==> src/rtl/bscan_pkg.sv <==
package bscan_pkg;

  // Operation codes on op_in
  localparam logic [2:0] OP_LEAD0   = 3'b000;
  localparam logic [2:0] OP_TRAIL0  = 3'b001;
  localparam logic [2:0] OP_FIRST1  = 3'b010;
  localparam logic [2:0] OP_LAST1   = 3'b011;
  localparam logic [2:0] OP_SIGNRUN = 3'b100;

  function automatic logic op_known(input logic [2:0] code);
    return code <= OP_SIGNRUN;
  endfunction

endpackage

==> src/rtl/bscan_pretx.sv <==
module bscan_pretx
  import bscan_pkg::*;
#(
  parameter int WIDTH = 32
) (
  input  logic [2:0]       op_sel,
  input  logic [WIDTH-1:0] word_in,
  output logic [WIDTH-1:0] core_vec
);

  logic [WIDTH-1:0] mirror_word;
  logic [WIDTH-1:0] lowest_only;
  logic [WIDTH-1:0] sign_diff;

  // bit mirror: trailing zeros become leading zeros
  for (genvar i = 0; i < WIDTH; i++) begin : g_mirror
    assign mirror_word[i] = word_in[WIDTH-1-i];
  end

  // keep only the lowest set bit
  assign lowest_only = word_in & (~word_in + WIDTH'(1));

  // bit k set where bits k and k+1 differ; top bit is always clear
  assign sign_diff = word_in ^ {word_in[WIDTH-1], word_in[WIDTH-1:1]};

  always_comb begin
    case (op_sel)
      OP_TRAIL0:  core_vec = mirror_word;
      OP_FIRST1:  core_vec = lowest_only;
      OP_SIGNRUN: core_vec = sign_diff;
      default:    core_vec = word_in;
    endcase
  end

endmodule

==> src/rtl/bscan_lzc.sv <==
module bscan_lzc #(
  parameter int WIDTH = 32,
  parameter int GRP   = 4
) (
  input  logic [WIDTH-1:0]       vec_in,
  output logic [$clog2(WIDTH):0] zcount
);

  localparam int CW = $clog2(WIDTH) + 1;
  localparam int NG = WIDTH / GRP;
  localparam int GW = $clog2(GRP) + 1;

  logic [NG-1:0]    grp_nz;
  logic [NG*GW-1:0] grp_cnt;

  // group 0 holds the most significant bits
  for (genvar g = 0; g < NG; g++) begin : g_grp
    logic [GRP-1:0] slice;
    logic [GW-1:0]  lcnt;
    assign slice     = vec_in[WIDTH-1-g*GRP -: GRP];
    assign grp_nz[g] = |slice;
    always_comb begin
      lcnt = GW'(GRP);
      for (int b = 0; b < GRP; b++) begin
        if (slice[b]) lcnt = GW'(GRP - 1 - b);
      end
    end
    assign grp_cnt[g*GW +: GW] = lcnt;
  end

  // the first nonzero group from the top decides the count
  always_comb begin
    zcount = CW'(WIDTH);
    for (int g = NG - 1; g >= 0; g--) begin
      if (grp_nz[g]) zcount = CW'(g * GRP) + CW'(grp_cnt[g*GW +: GW]);
    end
  end

endmodule

==> src/rtl/bscan_post.sv <==
module bscan_post
  import bscan_pkg::*;
#(
  parameter int WIDTH = 32
) (
  input  logic [2:0]             op_sel,
  input  logic [$clog2(WIDTH):0] core_cnt,
  input  logic                   src_zero,
  output logic [$clog2(WIDTH):0] res,
  output logic                   zflag,
  output logic                   bad_op
);

  localparam int CW = $clog2(WIDTH) + 1;
  localparam logic [CW-1:0] TOP_IDX = CW'(WIDTH - 1);

  always_comb begin
    res    = '0;
    zflag  = 1'b0;
    bad_op = 1'b0;
    case (op_sel)
      OP_LEAD0, OP_TRAIL0: begin
        res   = core_cnt;
        zflag = src_zero;
      end
      OP_FIRST1, OP_LAST1: begin
        res   = src_zero ? '1 : TOP_IDX - core_cnt;
        zflag = src_zero;
      end
      OP_SIGNRUN: begin
        res   = core_cnt - CW'(1);
        zflag = src_zero;
      end
      default: bad_op = 1'b1;
    endcase
  end

endmodule

==> src/rtl/bitscan_unit.sv <==
module bitscan_unit
  import bscan_pkg::*;
#(
  parameter int WIDTH = 32
) (
  input  logic                   clk,
  input  logic                   rst,
  input  logic                   valid_in,
  input  logic [2:0]             op_in,
  input  logic [WIDTH-1:0]       operand_in,
  output logic                   valid_out,
  output logic [$clog2(WIDTH):0] result_out,
  output logic                   zero_flag_out,
  output logic                   illegal_out
);

  localparam int CW = $clog2(WIDTH) + 1;

  logic [WIDTH-1:0] core_vec;
  logic [CW-1:0]    core_cnt;
  logic [CW-1:0]    nxt_res;
  logic             nxt_zf;
  logic             nxt_ill;
  logic             operand_zero;

  assign operand_zero = ~|operand_in;

  bscan_pretx #(.WIDTH(WIDTH)) u_pretx (
    .op_sel   (op_in),
    .word_in  (operand_in),
    .core_vec (core_vec)
  );

  bscan_lzc #(.WIDTH(WIDTH), .GRP(4)) u_lzc (
    .vec_in (core_vec),
    .zcount (core_cnt)
  );

  bscan_post #(.WIDTH(WIDTH)) u_post (
    .op_sel   (op_in),
    .core_cnt (core_cnt),
    .src_zero (operand_zero),
    .res      (nxt_res),
    .zflag    (nxt_zf),
    .bad_op   (nxt_ill)
  );

  always_ff @(posedge clk) begin
    if (rst) begin
      valid_out     <= 1'b0;
      result_out    <= '0;
      zero_flag_out <= 1'b0;
      illegal_out   <= 1'b0;
    end else begin
      valid_out <= valid_in;
      if (valid_in) begin
        result_out    <= nxt_res;
        zero_flag_out <= nxt_zf;
        illegal_out   <= nxt_ill;
      end
    end
  end


  valid_follow_chk: assert property (@(posedge clk) disable iff (rst)
    valid_in |=> valid_out);

  valid_quiet_chk: assert property (@(posedge clk) disable iff (rst)
    !valid_in |=> !valid_out);

  hold_idle_chk: assert property (@(posedge clk) disable iff (rst)
    !valid_in |=> $stable(result_out) && $stable(zero_flag_out) && $stable(illegal_out));

  top_set_lead_chk: assert property (@(posedge clk) disable iff (rst)
    valid_in && op_in == OP_LEAD0 && operand_in[WIDTH-1] |=> result_out == '0);

  low_set_trail_chk: assert property (@(posedge clk) disable iff (rst)
    valid_in && op_in == OP_TRAIL0 && operand_in[0] |=> result_out == '0);

  undef_ones_chk: assert property (@(posedge clk) disable iff (rst)
    valid_in && (op_in == OP_FIRST1 || op_in == OP_LAST1) && operand_in == '0
    |=> (&result_out) && zero_flag_out);

  sign_sat_chk: assert property (@(posedge clk) disable iff (rst)
    valid_in && op_in == OP_SIGNRUN && (operand_in == '0 || operand_in == '1)
    |=> result_out == CW'(WIDTH - 1));

  zero_flag_chk: assert property (@(posedge clk) disable iff (rst)
    valid_in && op_known(op_in) |=> zero_flag_out == $past(operand_zero));

  illegal_code_chk: assert property (@(posedge clk) disable iff (rst)
    valid_in |=> illegal_out == !op_known($past(op_in)));

  illegal_quiet_chk: assert property (@(posedge clk) disable iff (rst)
    valid_out && illegal_out |-> result_out == '0 && !zero_flag_out);

  count_range_chk: assert property (@(posedge clk) disable iff (rst)
    valid_out && !zero_flag_out && !illegal_out |-> result_out < CW'(WIDTH));

endmodule

==> config.mk <==
export PLATFORM = sky130hd
export DESIGN_NAME = bitscan_unit
export DESIGN_NICKNAME = d
export VERILOG_FILES = /design/src/rtl/bscan_pkg.sv /design/src/rtl/bscan_pretx.sv /design/src/rtl/bscan_lzc.sv /design/src/rtl/bscan_post.sv /design/src/rtl/bitscan_unit.sv
export SDC_FILE = /design/constraint.sdc
export NUM_CORES = 1
export LEC_CHECK = 0
export ABC_AREA = 1
export BUFFER_PORTS_ARGS = -buffer_cell sky130_fd_sc_hd__buf_2
export CAP_MARGIN = 20
export CORE_UTILIZATION = 50
export CTS_BUF_LIST = sky130_fd_sc_hd__clkbuf_16
export CTS_CLUSTER_DIAMETER = 120
export DETAILED_ROUTE_END_ITERATION = 16
export GPL_TIMING_DRIVEN = 0
export PLACE_DENSITY = 0.74
export SYNTH_ARGS = -nofsm -noshare
export SYNTH_HDL_FRONTEND = slang
export SYNTH_SLANG_ARGS = --single-unit
==> constraint.sdc <==
create_clock -name clk -period 4.2 [get_ports clk]
set_input_delay 0 -clock clk [delete_from_list [all_inputs] [get_ports clk]]
set_output_delay 0 -clock clk [all_outputs]
set_load 0.02 [all_outputs]
==> tab_implementation.tex <==
\begin{tabular}{lr}
\hline
Metric & Value \\
\hline
\multicolumn{2}{l}{\textbf{STA}} \\
\quad Final TNS setup & 0 ps \\
\quad Slew Limit Headroom & 28.4\% \\
\quad Shortest period the worst path allows & 3080 ps \\
\quad Highest clock frequency the design can meet & 325 MHz \\
\quad Final Max Tran Viols & 0 \\
\quad Setup repair after global routing missed its margin & no \\
\quad Ratio of final minimum period to clock period & 73.2\% \\
\quad Setup violation total in the final timing report & 0 \\
\quad Worst-case clock skew & 0 ps \\
\quad Slew at the pin closest to its max-slew limit & 1060 ps \\
\quad Final hold vios & 0 \\
\multicolumn{2}{l}{\textbf{Status}} \\
\quad Run status & finished, final reports clean \\
\multicolumn{2}{l}{\textbf{Route}} \\
\quad DR top layer & met4 \\
\quad Number of vias per cell & 5.67 \\
\quad Iteration count of the initial detailed-routing pass & 6 \\
\quad Post-DRT Antenna Nets & 0 \\
\quad Routed length on met3 & 839 µm \\
\quad Count of unresolved DRC violations after routing & 0 \\
\quad DRC violation total after the first TritonRoute iteration & 315 \\
\quad Final Routed Wirelength & 10400 µm \\
\quad Total vias in the final route & 3767 \\
\quad Post-DR wirelength/cell & 15.7 µm \\
\quad Met2 wire length & 4510 µm \\
\quad Sum of routed wire segments on met1 & 4510 µm \\
\multicolumn{2}{l}{\textbf{Setup path}} \\
\quad Reg2reg start & zero\_flag\_out \\
\quad Top Family by Delay on Critical Path & simple AND/OR/NAND/NOR gates \\
\quad CP peak stage delay & 320 ps \\
\quad Class of the most critical setup path & in2reg \\
\quad Cells along the critical path & buf\_2 > clkinv\_1 > ha\_1 > nand2\_1 > inv\_1 > nand2\_1 > nor2\_1 > nand3\_1 > nand3\_1 > nor2\_2 > nand2\_1 > nor2\_2 > nand2\_1 > nor2\_2 > nand2\_1 > nand4\_2 > inv\_2 > ha\_1 > inv\_1 > a21oi\_1 > o21ai\_0 > o211ai\_1 > nand2\_1 > a21oi\_1 \\
\quad Critical path startpoint & operand\_in[0] \\
\quad Number of buffers and inverters on the critical path & 5 \\
\quad Setup crit start kind & primary input \\
\quad Crit path top cell by count & sky130\_fd\_sc\_hd\_\_nand2\_1 \\
\quad Arr. time, crit path & 3180 ps \\
\quad Maximum fanout count along the critical path & 9 \\
\quad Endpoint class of the critical path & flop \\
\quad Data required time at the worst endpoint & 4310 ps \\
\quad Worst path slowest cell & sky130\_fd\_sc\_hd\_\_ha\_1 \\
\multicolumn{2}{l}{\textbf{Logic synthesis}} \\
\quad Average size of a mapped cell & 5.37 µm² \\
\quad Synthesized instance count & 544 \\
\quad Sequential element share of the synthesized area & 6.16\% \\
\quad Syn Std Cell Area & 2920 µm² \\
\quad Number of distinct library cells after synthesis & 34 \\
\quad Post-Synthesis Net Count & 615 \\
\quad Synth warnings & 0 \\
\quad Yosys reg bits & 9 \\
\multicolumn{2}{l}{\textbf{Final layout}} \\
\quad Count of inserted antenna diode cells & 0 \\
\quad Total Nets Final & 664 \\
\quad Most frequent standard cell in the layout excluding fill and tap cells & sky130\_fd\_sc\_hd\_\_nand2\_1 \\
\quad Signed area change from the synthesized netlist to the final layout & 13.3\% \\
\quad Highest-count cells in the layout ignoring fill and taps & sky130\_fd\_sc\_hd\_\_nand2\_1, sky130\_fd\_sc\_hd\_\_inv\_1, sky130\_fd\_sc\_hd\_\_nor2\_1 \\
\quad Final standard cell utilization of the core & 59.4\% \\
\quad Layout cell share with drive strength beyond 1 & 18.4\% \\
\multicolumn{2}{l}{\textbf{CTS}} \\
\quad H-tree depth reported by CTS & 1 \\
\quad Insertion delay of the later-clocked pin in the worst-skew pair & 240 ps \\
\quad Number of CTS-inserted buffers & 3 \\
\quad Post-CTS sizing & 0 \\
\quad Largest buffer count on any clock path & 2 \\
\quad Root cell of the clock tree & sky130\_fd\_sc\_hd\_\_clkbuf\_16 \\
\quad Post-CTS Setup Bufs & 0 \\
\quad Clock tree sinks & 9 \\
\quad Clock-pin slew of the registers on the worst-case setup and hold paths & 40 ps \\
\quad Clock tree from TritonCTS & done \\
\quad Cts-stage hold buffer count & 0 \\
\multicolumn{2}{l}{\textbf{Pwr}} \\
\quad Worst voltage drop across the vdd grid & 0.000188 V \\
\quad Static power due to leakage & 1.71 nW \\
\quad Power density over cell area & 182 nW/µm² \\
\multicolumn{2}{l}{\textbf{Floorplanning}} \\
\quad Core area & 5570 µm² \\
\quad Starting Density & 52.4\% \\
\quad Total die area & 6160 µm² \\
\quad I/O pin total & 47 \\
\quad Die height & 78.5 µm \\
\quad Row cnt & 27 \\
\quad Horiz. Die Dim & 78.5 µm \\
\multicolumn{2}{l}{\textbf{Hold path}} \\
\quad Worst Hold Class & in2reg \\
\quad Worst Hold Launch & valid\_in \\
\multicolumn{2}{l}{\textbf{Place}} \\
\quad Number of input and output port buffers inserted & 44 \\
\quad HPWL reported at the end of detailed placement & 8560 µm \\
\quad Routability cong. & 1.00 \\
\multicolumn{2}{l}{\textbf{Flow run}} \\
\quad Max Cap Viol & 0 \\
\multicolumn{2}{l}{\textbf{Global route}} \\
\quad Leftover overflow at the end of global routing & 0 \\
\quad Global-route usage over all layers & 35.6\% \\
\quad Via count of the first global-routing pass & 3501 \\
\quad Maximum number of pins on one net before global-route repair & 11 \\
\quad Number of antenna violations at the first check in global routing & 0 \\
\quad First-pass GRT wire length & 16900 µm \\
\hline
\end{tabular}
layer usage:
layer  vias to the layer above  global-route usage, %
li1                       1851                      -
met1                      1701                   47.3
met2                       181                   56.7
met3                        34                   4.07
met4                         0                   17.4
met5                         -                      0
cell type report:
| cell class | count | area (µm²) |
|---|---|---|
| sequential | 9 | 180 |
| fill | 609 | 2260 |
| multi-input combinational | 441 | 2340 |
| timing repair buffer | 44 | 220 |
| inverter | 83 | 312 |
| clock inverter | 1 | 3.75 |
| buffer | 11 | 90.1 |
| clock buffer | 3 | 75.1 |
| tap | 72 | 90.1 |
tightest hold or removal path, stage by stage:
cell and delay, ps:
sky130_fd_sc_hd__buf_2 130, sky130_fd_sc_hd__nand2_1 70, sky130_fd_sc_hd__a21oi_1 50
report_power, final:
part           internal [mW]  leakage [nW]  total [mW]  switching [mW]
logic                  0.115          1.60       0.341           0.226
clock network          0.125        0.0423       0.171          0.0458
registers             0.0900        0.0736      0.0916         0.00166
through the flow:
stage	cell area [µm²]	worst slack, ps	hold WS (ps)	total power [mW]	instances
detailed placement	3230	1010	314	0.425	660
floorplan	2920	1800	143	0.323	544
finish	3310	1120	66.6	0.603	664
CTS	3310	1240	70.9	0.596	664
global placement	3230	1020	306	0.418	660
global route	3310	716	93.2	0.647	664
flip-flops by register name (all words and copies together), names as in the netlist:
| signal | flops |
|---|---|
| result_out | 6 |
| illegal_out | 1 |
| valid_out | 1 |
| zero_flag_out | 1 |
worst paths after layout:
kind                         to  slack, ps  cells after the start
hold reg to reg   result_out[3]        460                      2
setup reg to reg  zero_flag_out       3550                      2
setup / recovery  result_out[2]       1120                     24
hold / removal    result_out[3]         70                      3
cells by family after synthesis:
logic type,share of synthesized area [%]
compound gates,11.5
flops,6.16
buf+inv,13.7
fa+ha+maj,14.1
simple gates,54.5
cells in the mapped netlist:
cell type	count	area share, %
sky130_fd_sc_hd__o31ai_2	1	0.43
sky130_fd_sc_hd__nor3_1	1	0.17
sky130_fd_sc_hd__o21ai_1	8	1.4
sky130_fd_sc_hd__a21oi_2	8	2.4
sky130_fd_sc_hd__nand2_4	3	1.2
sky130_fd_sc_hd__o21bai_1	1	0.26
sky130_fd_sc_hd__inv_2	12	1.5
sky130_fd_sc_hd__o22ai_1	2	0.43
sky130_fd_sc_hd__buf_6	5	1.9
sky130_fd_sc_hd__nor3b_1	1	0.26
sky130_fd_sc_hd__nand2_1	171	22
sky130_fd_sc_hd__nand2b_1	2	0.43
sky130_fd_sc_hd__nand3_1	62	11
sky130_fd_sc_hd__nor2_1	68	8.7
sky130_fd_sc_hd__nand2_2	8	1.7
sky130_fd_sc_hd__nand3b_1	1	0.26
sky130_fd_sc_hd__dfxtp_1	9	6.2
sky130_fd_sc_hd__nand4_1	15	3.2
sky130_fd_sc_hd__buf_4	2	0.51
sky130_fd_sc_hd__nor2_2	10	2.1
sky130_fd_sc_hd__a31oi_1	1	0.21
sky130_fd_sc_hd__nor2_4	5	1.9
sky130_fd_sc_hd__ha_1	33	14
sky130_fd_sc_hd__a32o_1	1	0.34
sky130_fd_sc_hd__o21ai_2	1	0.30
sky130_fd_sc_hd__nand4_2	4	1.7
sky130_fd_sc_hd__nor4_1	1	0.21
sky130_fd_sc_hd__clkbuf_1	1	0.13
sky130_fd_sc_hd__clkinv_1	3	0.39
sky130_fd_sc_hd__o211ai_1	1	0.26
sky130_fd_sc_hd__a21oi_1	16	2.7
sky130_fd_sc_hd__o21ai_0	16	2.7
sky130_fd_sc_hd__buf_2	3	0.51
sky130_fd_sc_hd__inv_1	68	8.7
Note: power is estimated with default switching activity, not from simulation.
